[src/rtl/rxq_pkg.sv]
package rxq_pkg;
    typedef enum logic [1:0] {
        Q_EMPTY   = 2'd0,
        Q_PARTIAL = 2'd1,
        Q_FULL    = 2'd2
    } q_state_e;

    localparam int FLAG_OVF   = 0;
    localparam int FLAG_DRAIN = 1;
    localparam int NFLAGS     = 2;
endpackage

[src/rtl/rxq_ctrl.sv]
module rxq_ctrl
    import rxq_pkg::*;
#(
    parameter int DEPTH = 4,
    parameter int AW    = 2,
    parameter int CW    = 3
) (
    input  logic          clk,
    input  logic          rst_n,
    input  logic          push,
    input  logic          pop,
    input  logic          flush,
    input  logic          bypass,
    input  logic          overwrite,
    output logic          wr_en,
    output logic [AW-1:0] wr_idx,
    output logic [AW-1:0] rd_idx,
    output logic [CW-1:0] count,
    output logic          is_empty,
    output logic          is_full,
    output logic          ovf_evt
);
    q_state_e      state_q, state_d;
    logic [AW-1:0] wr_ptr_q, rd_ptr_q;
    logic [CW-1:0] count_q;
    logic [CW-1:0] cap;
    logic          do_pop, acc, repl;

    assign cap    = bypass ? CW'(1) : CW'(DEPTH);
    assign do_pop = pop && !is_empty && !flush;
    assign acc    = push && !flush && (!is_full || do_pop);
    assign ovf_evt = push && !flush && is_full && !do_pop;
    assign repl   = ovf_evt && overwrite;

    assign wr_en  = acc || repl;
    assign wr_idx = repl ? (wr_ptr_q - 1'b1) : wr_ptr_q;
    assign rd_idx = rd_ptr_q;
    assign count  = count_q;

    // next-state logic
    always_comb begin
        state_d = state_q;
        unique case (state_q)
            Q_EMPTY: begin
                if (acc) state_d = (cap == CW'(1)) ? Q_FULL : Q_PARTIAL;
            end
            Q_PARTIAL: begin
                if (acc && !do_pop && (count_q + CW'(1)) == cap)
                    state_d = Q_FULL;
                else if (do_pop && !acc && count_q == CW'(1))
                    state_d = Q_EMPTY;
            end
            Q_FULL: begin
                if (do_pop && !acc)
                    state_d = (cap == CW'(1)) ? Q_EMPTY : Q_PARTIAL;
            end
            default: state_d = Q_EMPTY;
        endcase
        if (flush) state_d = Q_EMPTY;
    end

    // state register
    always_ff @(posedge clk or negedge rst_n) begin
        if (!rst_n) state_q <= Q_EMPTY;
        else        state_q <= state_d;
    end

    // state-decoded outputs
    always_comb begin
        is_empty = (state_q == Q_EMPTY);
        is_full  = (state_q == Q_FULL);
    end

    // pointers and occupancy
    always_ff @(posedge clk or negedge rst_n) begin
        if (!rst_n) begin
            wr_ptr_q <= '0;
            rd_ptr_q <= '0;
            count_q  <= '0;
        end else if (flush) begin
            wr_ptr_q <= '0;
            rd_ptr_q <= '0;
            count_q  <= '0;
        end else begin
            if (acc)    wr_ptr_q <= wr_ptr_q + 1'b1;
            if (do_pop) rd_ptr_q <= rd_ptr_q + 1'b1;
            if (acc && !do_pop)      count_q <= count_q + CW'(1);
            else if (do_pop && !acc) count_q <= count_q - CW'(1);
        end
    end


    count_range_chk: assert property (@(posedge clk) disable iff (!rst_n)
        count_q <= CW'(DEPTH));

    state_empty_chk: assert property (@(posedge clk) disable iff (!rst_n)
        (count_q == '0) == (state_q == Q_EMPTY));

    flush_clear_chk: assert property (@(posedge clk) disable iff (!rst_n)
        flush |=> (count_q == '0) && (rd_ptr_q == '0));

    drop_hold_chk: assert property (@(posedge clk) disable iff (!rst_n)
        (push && is_full && !pop && !overwrite && !flush)
        |=> (count_q == $past(count_q)) && (wr_ptr_q == $past(wr_ptr_q)));

    full_swap_chk: assert property (@(posedge clk) disable iff (!rst_n)
        (push && pop && is_full && !flush) |=> count_q == $past(count_q));
endmodule

[src/rtl/rxq_store.sv]
module rxq_store #(
    parameter int DEPTH = 4,
    parameter int W     = 32,
    parameter int AW    = 2
) (
    input  logic          clk,
    input  logic          rst_n,
    input  logic          wr_en,
    input  logic [AW-1:0] wr_idx,
    input  logic [W-1:0]  wr_data,
    input  logic [AW-1:0] rd_idx,
    input  logic [AW-1:0] dbg_idx,
    output logic [W-1:0]  rd_word,
    output logic [W-1:0]  dbg_word
);
    logic [DEPTH-1:0][W-1:0] slot_q;

    for (genvar i = 0; i < DEPTH; i++) begin : g_slot
        always_ff @(posedge clk or negedge rst_n) begin
            if (!rst_n)
                slot_q[i] <= '0;
            else if (wr_en && wr_idx == AW'(i))
                slot_q[i] <= wr_data;
        end
    end

    assign rd_word  = slot_q[rd_idx];
    assign dbg_word = slot_q[dbg_idx];


    slot_write_chk: assert property (@(posedge clk) disable iff (!rst_n)
        wr_en |=> slot_q[$past(wr_idx)] == $past(wr_data));
endmodule

[src/rtl/rxq_flags.sv]
module rxq_flags
    import rxq_pkg::*;
(
    input  logic              clk,
    input  logic              rst_n,
    input  logic              ovf_evt,
    input  logic              nonempty,
    input  logic [NFLAGS-1:0] clr,
    input  logic [NFLAGS-1:0] en,
    output logic              ovf_flag,
    output logic              drain_flag,
    output logic              ovf_req,
    output logic              drain_req
);
    logic ovf_q, drain_q;

    always_ff @(posedge clk or negedge rst_n) begin
        if (!rst_n) begin
            ovf_q   <= 1'b0;
            drain_q <= 1'b0;
        end else begin
            ovf_q   <= ovf_evt  || (ovf_q   && !clr[FLAG_OVF]);
            drain_q <= nonempty || (drain_q && !clr[FLAG_DRAIN]);
        end
    end

    assign ovf_flag   = ovf_q;
    assign drain_flag = drain_q;
    assign ovf_req    = ovf_q   && en[FLAG_OVF];
    assign drain_req  = drain_q && en[FLAG_DRAIN];


    ovf_set_chk: assert property (@(posedge clk) disable iff (!rst_n)
        ovf_evt |=> ovf_flag);

    ovf_hold_chk: assert property (@(posedge clk) disable iff (!rst_n)
        (ovf_flag && !clr[FLAG_OVF]) |=> ovf_flag);

    drain_set_chk: assert property (@(posedge clk) disable iff (!rst_n)
        nonempty |=> drain_flag);
endmodule

[src/rtl/rx_frame_queue.sv]
module rx_frame_queue
    import rxq_pkg::*;
#(
    parameter int DEPTH = 4,
    parameter int W     = 32,
    parameter int STW   = 4,
    localparam int AW   = $clog2(DEPTH),
    localparam int CW   = $clog2(DEPTH + 1)
) (
    input  logic              clk,
    input  logic              rst_n,
    input  logic              in_valid,
    input  logic [W-1:0]      in_data,
    input  logic              rd_pop,
    output logic [W-1:0]      rd_data,
    input  logic              cfg_overwrite,
    input  logic              cfg_bypass,
    input  logic              q_flush,
    input  logic [NFLAGS-1:0] flag_clr,
    input  logic [NFLAGS-1:0] req_en,
    output logic [STW-1:0]    fill_count,
    output logic [STW-1:0]    pop_ptr,
    output logic              ovf_flag,
    output logic              drain_flag,
    output logic              ovf_req,
    output logic              drain_req,
    input  logic [AW-1:0]     dbg_idx,
    output logic [W-1:0]      dbg_data
);
    logic          wr_en, is_empty, is_full, ovf_evt;
    logic [AW-1:0] wr_idx, rd_idx;
    logic [CW-1:0] count;
    logic [W-1:0]  rd_word;

    rxq_ctrl #(.DEPTH(DEPTH), .AW(AW), .CW(CW)) u_ctrl (
        .clk(clk), .rst_n(rst_n),
        .push(in_valid), .pop(rd_pop), .flush(q_flush),
        .bypass(cfg_bypass), .overwrite(cfg_overwrite),
        .wr_en(wr_en), .wr_idx(wr_idx), .rd_idx(rd_idx),
        .count(count), .is_empty(is_empty), .is_full(is_full),
        .ovf_evt(ovf_evt)
    );

    rxq_store #(.DEPTH(DEPTH), .W(W), .AW(AW)) u_store (
        .clk(clk), .rst_n(rst_n),
        .wr_en(wr_en), .wr_idx(wr_idx), .wr_data(in_data),
        .rd_idx(rd_idx), .dbg_idx(dbg_idx),
        .rd_word(rd_word), .dbg_word(dbg_data)
    );

    rxq_flags u_flags (
        .clk(clk), .rst_n(rst_n),
        .ovf_evt(ovf_evt), .nonempty(!is_empty),
        .clr(flag_clr), .en(req_en),
        .ovf_flag(ovf_flag), .drain_flag(drain_flag),
        .ovf_req(ovf_req), .drain_req(drain_req)
    );

    assign rd_data    = is_empty ? '0 : rd_word;
    assign fill_count = {{(STW-CW){1'b0}}, count};
    assign pop_ptr    = {{(STW-AW){1'b0}}, rd_idx};


    empty_read_zero_chk: assert property (@(posedge clk) disable iff (!rst_n)
        (fill_count == '0) |-> (rd_data == '0));

    repl_count_chk: assert property (@(posedge clk) disable iff (!rst_n)
        (ovf_evt && cfg_overwrite && is_full) |=> fill_count == $past(fill_count));
endmodule

[config.mk]
export PLATFORM = sky130hd
export DESIGN_NAME = rx_frame_queue
export DESIGN_NICKNAME = d
export VERILOG_FILES = /design/src/rtl/rxq_pkg.sv /design/src/rtl/rxq_ctrl.sv /design/src/rtl/rxq_store.sv /design/src/rtl/rxq_flags.sv /design/src/rtl/rx_frame_queue.sv
export SDC_FILE = /design/constraint.sdc
export NUM_CORES = 1
export LEC_CHECK = 0
export BUFFER_PORTS_ARGS = -buffer_cell sky130_fd_sc_hd__buf_2
export CAP_MARGIN = 20
export CORE_AREA = 3 3 94 186
export DETAILED_ROUTE_END_ITERATION = 8
export DIE_AREA = 0 0 97 189
export HOLD_SLACK_MARGIN = 0.03
export PLACE_DENSITY = 0.68
export SLEW_MARGIN = 0
export SYNTH_ARGS = -nofsm -noshare
export SYNTH_HDL_FRONTEND = slang
export SYNTH_HIERARCHICAL = 1
export SYNTH_SLANG_ARGS = --single-unit
[constraint.sdc]
create_clock -name clk -period 2.27 [get_ports clk]
set_input_delay 0 -clock clk [delete_from_list [all_inputs] [get_ports clk]]
set_output_delay 0 -clock clk [all_outputs]
set_load 0.01 [all_outputs]
# Word-level counts from Yosys, hierarchy flattened
# Index checks and enable logic that the tools add are counted.
word_totals:
  reg_bits: 139
  input_bits: 45
  out_inout_bits: 76
  elab_cells: 86
classes:
  addsub: 5
  n_lt_le_gt_ge: 2
  eq_ne: 11
  mux: 22
  reduce_logical: 36
ops:
  columns: ["cell", "count"]
  rows:
  - ["32-bit binary-select mux with 2-bit select", 2]
  - ["32-bit 2-to-1 mux", 3]
  - ["2-bit 2-to-1 mux", 11]
  - ["1-bit logical AND", 19]
  - ["3-bit 2-to-1 mux", 4]
  - ["1-bit zero test", 7]
  - ["2-bit equality test (second input constant)", 3]
  - ["3-bit by 1-bit equality test with 1-bit output (second input constant)", 2]
  - ["2-bit by 3-bit < comparator with 1-bit output (second input constant)", 2]
  - ["2-bit case mux with 3 select lines", 1]
  - ["2-bit by 1-bit adder with 2-bit output (second input constant)", 2]
  - ["2-bit by 1-bit equality test with 1-bit output (second input constant)", 2]
  - ["2-bit zero test", 2]
  - ["1-bit logical OR", 4]
  - ["4-bit by 2-bit != test with 1-bit output (second input constant)", 1]
  - ["2-bit nonzero test", 2]
  - ["3-bit by 1-bit adder with 3-bit output (second input constant)", 1]
  - ["3-bit equality test", 1]
  - ["3-bit by 2-bit != test with 1-bit output (second input constant)", 1]
  - ["3-bit != test (second input constant)", 1]
  - ["3-bit AND reduction", 1]
  - ["3-bit nonzero test", 1]
  - ["3-bit by 1-bit subtractor with 3-bit output (second input constant)", 1]
  - ["2-bit by 1-bit subtractor with 2-bit output (second input constant)", 1]
  - ["1-bit 2-to-1 mux", 1]

# Logic depth before layout (Yosys ltp)
depth:
  ltp_word: 13
  depth_mapped: 7
  depth_no_buf: 6

# Modules after synthesis
# Netlist, hierarchy kept.
by_module_without_submodules:
  columns: ["mod", "instances", "cells_each", "area_per_inst_um2", "seq_area_each_um2"]
  rows:
  - ["rxq_store", 1, 350, 6251.0, 3203.1]
  - ["rxq_ctrl", 1, 72, 651.9, 225.2]
  - ["rx_frame_queue", 1, 40, 252.7, 0.0]
  - ["rxq_flags", 1, 8, 85.1, 50.0]

# Least setup slack after synthesis
# OpenSTA, ideal clock, no wires.
synth_path:
  path_kind: "flip-flop to flip-flop"
  from: "reg u_ctrl.state_q[0]"
  to: "reg u_store/slot_q[33] (netlist name)"
  setup_ps: 125
  t_arrival_ps: 2128
  required_time_ps: 2145
  setup_slack_ps: 17
  stages_incl_launch_ff: 8
  n_path_buf: 2
  synth_period_minus_slack_ps: 2253
  path_cell_list: "dfrtp_1 -> or3b_1 -> buf_6 -> nor3_4 -> xor2_1 -> nand3b_1 -> buf_2 -> mux2_2"
synth_via:
  elab_chain_cells: 10
  elab_cells_between_ends: 16
  cone_classes: "eq/ne: 2; mux: 1; reduce/logical: 13"
synth_rtl:
  columns: ["item", "line", "rtl"]
  rows:
  - ["from (decl)", "rxq_ctrl.sv:23", "q_state_e state_q, state_d;"]
  - ["from (signal assigned)", "rxq_ctrl.sv:65", "else state_q <= state_d;"]
  - ["2-bit zero test", "rxq_ctrl.sv:70", "is_empty = (state_q == Q_EMPTY);"]
  - ["1-bit zero test", "rxq_ctrl.sv:30", "assign do_pop = pop && !is_empty && !flush;"]
  - ["1-bit logical AND (2 in series)", "rxq_ctrl.sv:30", null]
  - ["1-bit zero test", "rxq_ctrl.sv:32", "assign ovf_evt = push && !flush && is_full && !do_pop;"]
  - ["1-bit logical AND *", "rxq_ctrl.sv:32", null]
  - ["1-bit logical AND *", "rxq_ctrl.sv:33", "assign repl = ovf_evt && overwrite;"]
  - ["2-bit 2-to-1 mux *", "rxq_ctrl.sv:36", "assign wr_idx = repl ? (wr_ptr_q - 1'b1) : wr_ptr_q;"]
  - ["via wr_idx[1]", "rx_frame_queue.sv:31", "logic [AW-1:0] wr_idx, rd_idx;"]
  - ["2-bit by 1-bit equality test with 1-bit output *", "rxq_store.sv:22", "else if (wr_en && wr_idx == AW'(i))"]
  - ["1-bit logical AND *", "rxq_store.sv:22", null]
  - ["to (signal, indexed assignment)", "rxq_store.sv:23", "slot_q[i] <= wr_data;"]
  - ["to (decl)", "rxq_store.sv:16", "logic [DEPTH-1:0][W-1:0] slot_q;"]
# The timed path passes the listed nets; every way through them passes the cells marked *.
# A chain may end at the register's enable or synchronous reset.

# Worst setup path after layout
layout_path:
  from: "reg u_ctrl.state_q[0]"
  to: "reg u_store/slot_q[67] (netlist name)"
layout_via:
  elab_chain_cells: 10
  elab_cells_between_ends: 16
  cone_classes: "eq/ne: 2; mux: 1; reduce/logical: 13"
layout_rtl:
  columns: ["item", "line"]
  rows:
  - ["2-bit zero test", "rxq_ctrl.sv:70"]
  - ["1-bit zero test", "rxq_ctrl.sv:30"]
  - ["1-bit logical AND (2 in series)", "rxq_ctrl.sv:30"]
  - ["1-bit zero test", "rxq_ctrl.sv:32"]
  - ["1-bit logical AND *", "rxq_ctrl.sv:32"]
  - ["1-bit logical AND *", "rxq_ctrl.sv:33"]
  - ["2-bit 2-to-1 mux *", "rxq_ctrl.sv:36"]
  - ["via wr_idx[1]", "rx_frame_queue.sv:31"]
  - ["2-bit equality test *", "rxq_store.sv:22"]
  - ["1-bit logical AND *", "rxq_store.sv:22"]
# Marked as above.

==> out/results.tsv <==
metric	value	unit
run status	completed	
# fillers	1303	
Routed WL	17720	um
Detailed Place HPWL	11600	um
Final setup violation count	0	
CP endpoint kind	flop	
Hold Worst Slack	0.1818	ns
fin crit share	0.9808	
pin count of the biggest net entering global routing	74	
P per Cell Area	981.4	mW/mm^2
CTS Root Buffer Type	clkbuf_16	
final max-slew violation count	0	
initial antenna violation count	0	
Avg WL per Cell	20.54	um
H-tree depth	4	
first-iteration detailed-routing DRC count	167	
RePlAce Congestion	0.7890	
Slowest-stage cell, CP	or3b_4	
RSZ-0062 raised after global routing	true	
static leakage	4.218	nW
vias in the first global route	5284	
Setup Skew	0.009752	ns
Worst-path clk slew	0.06	ns
post-route cell area	0.009363	mm^2
cts bufs inserted	17	
CTS tree	yes	
Final Util	0.5755	
CTS Buffer Depth	2	
Antenna Violating Nets Remaining	0	
placed inst area	0.008223	mm^2
DR pass1 iterations	4	
die width	97	um
clk_lat worst skew	0.41	ns
Worst path max stage delay	0.44	ns
nets@finish	694	
Syn-to-layout area delta	29.37	%
die area	0.01833	mm^2
Antenna diodes	0	
Post-Syn Instances	469	
Storage cell area	0.003481	mm^2
Worst Max-Slew Pin Slew	0.7089	ns
crit start category	flop	
port bufs	117	
Worst Hold Class	primary input to asynchronous set/reset pin	
gr ovfl total	0	
CP required	2.56	ns
multi-input logic area	0.003583	mm^2
Sink Count	139	
synth warn	6	
gr usage total	0.1989	
global-route wire length before repair	28300	um
critical path peak fanout	10	
fmax	449.1	MHz
Die Ht	189	um
FP Rows	66	
Ports	121	
Worst Path Arrival	2.52	ns
worst path cell trace	or3b_4 -> nor3_4 -> xor2_2 -> buf_4 -> nand3b_1 -> buf_4 -> mux2_2	
Post-Syn Area	0.007237	mm^2
Pwr Total	9.188	mW
final hold violation count	0	
core outline area	0.01627	mm^2
cell mode on critical path	buf_4	
kind of critical path	flop to flop	
Initial Utilization	0.4449	
VDD IR-drop max	0.5966	mV
vias per cell	5.524	
Mean Syn Cell Area	15.43	um^2
residual DRC count	0	
layout cells sized above 1	0.5797	
worst slew margin relative to its limit	0.5274	
Max Cap Viol	0	
DR vias	4767	
fin crit period	2.227	ns
-- power breakdown --
group	switching, mW	total (mW)	leakage (nW)	internal (mW)
logic	0.957	2.64	2.20	1.68
clock network	1.07	2.73	0.277	1.66
registers	0.565	3.83	1.74	3.26
total	2.59	9.19	4.22	6.60
-- what timing repair did --
item,in CTS,in global routing
setup endpoints to repair,25,32
gates resized for setup,7,5
endpoints found under the hold margin,208,4
gates cloned,1,2
pin swaps,2,5
setup buffers,1,4
hold buffers,39,1
-- worst max-delay path: cells and delay by family, from the launching register on --
| family | cells | cell delay, ns |
|---|---|---|
| xor gates and xnor gates | 1 | 0.25 |
| DFF | 1 | 0.39 |
| muxes | 1 | 0.29 |
| and+or+nand+nor | 3 | 0.76 |
| buffers and inverters | 2 | 0.41 |
-- flip-flops by register name (all words and copies together) (netlist names) --
signal	flops
u_ctrl/count	3
u_ctrl/rd_idx	2
u_ctrl/state_q	2
u_ctrl/wr_ptr_q	2
u_flags/drain_flag	1
u_flags/ovf_flag	1
u_store/slot_q	128
-- routing by layer --
layer	global-route usage	part of all wire	wire length, um
met3	0.04240	0.032	564
met4	0.06328	0.020	355
met2	0.3735	0.57	10140
met1	0.2217	0.38	6663
met5	0	0	0
-- layout make-up --
cell class                 instances  share of cell area
inverter                           6            0.002405
clock buffer                      20             0.04771
multi-input combinational        291              0.3827
clock inverter                    12             0.01497
tap                              204             0.02726
timing repair buffer             191              0.1531
sequential                       139              0.3718
-- final timing paths --
path / from / to / slack, ns / cells after the start
setup / recovery: u_ctrl/state_q[0] / u_store/slot_q[67] / 0.04 / 7
hold / removal: rst_n / u_store/slot_q[117] / 0.18 / 2
setup reg to reg: u_ctrl/state_q[0] / u_store/slot_q[67] / 0.04 / 7
hold reg to reg: u_flags/ovf_flag / u_flags/ovf_flag / 0.50 / 1
max in group asynchronous: rst_n / u_store/slot_q[34] / 1.37 / 3
min in group clk: req_en[0] / ovf_req / 0.31 / 3
-- through the flow --
step                       TNS, ns  std cells  setup WS, ns
after CTS                 -0.04064        857      -0.01165
final                            0        863       0.04349
after global placement           0        784       0.05040
after global routing       -0.7529        863      -0.03535
after detailed placement   -0.2269        784      -0.03340
after floorplan                  0        471       0.01722
-- layout by cell type, fill, tap and decap left out, drive strengths merged, types with 7 or more instances in the layout --
master,count
buf,149
clkbuf,22
dfrtp,139
dlygate4sd3,40
inv,8
mux2,128
mux4,64
nor2,7
nor2b,35
Note: power is estimated with default switching activity, not from simulation.
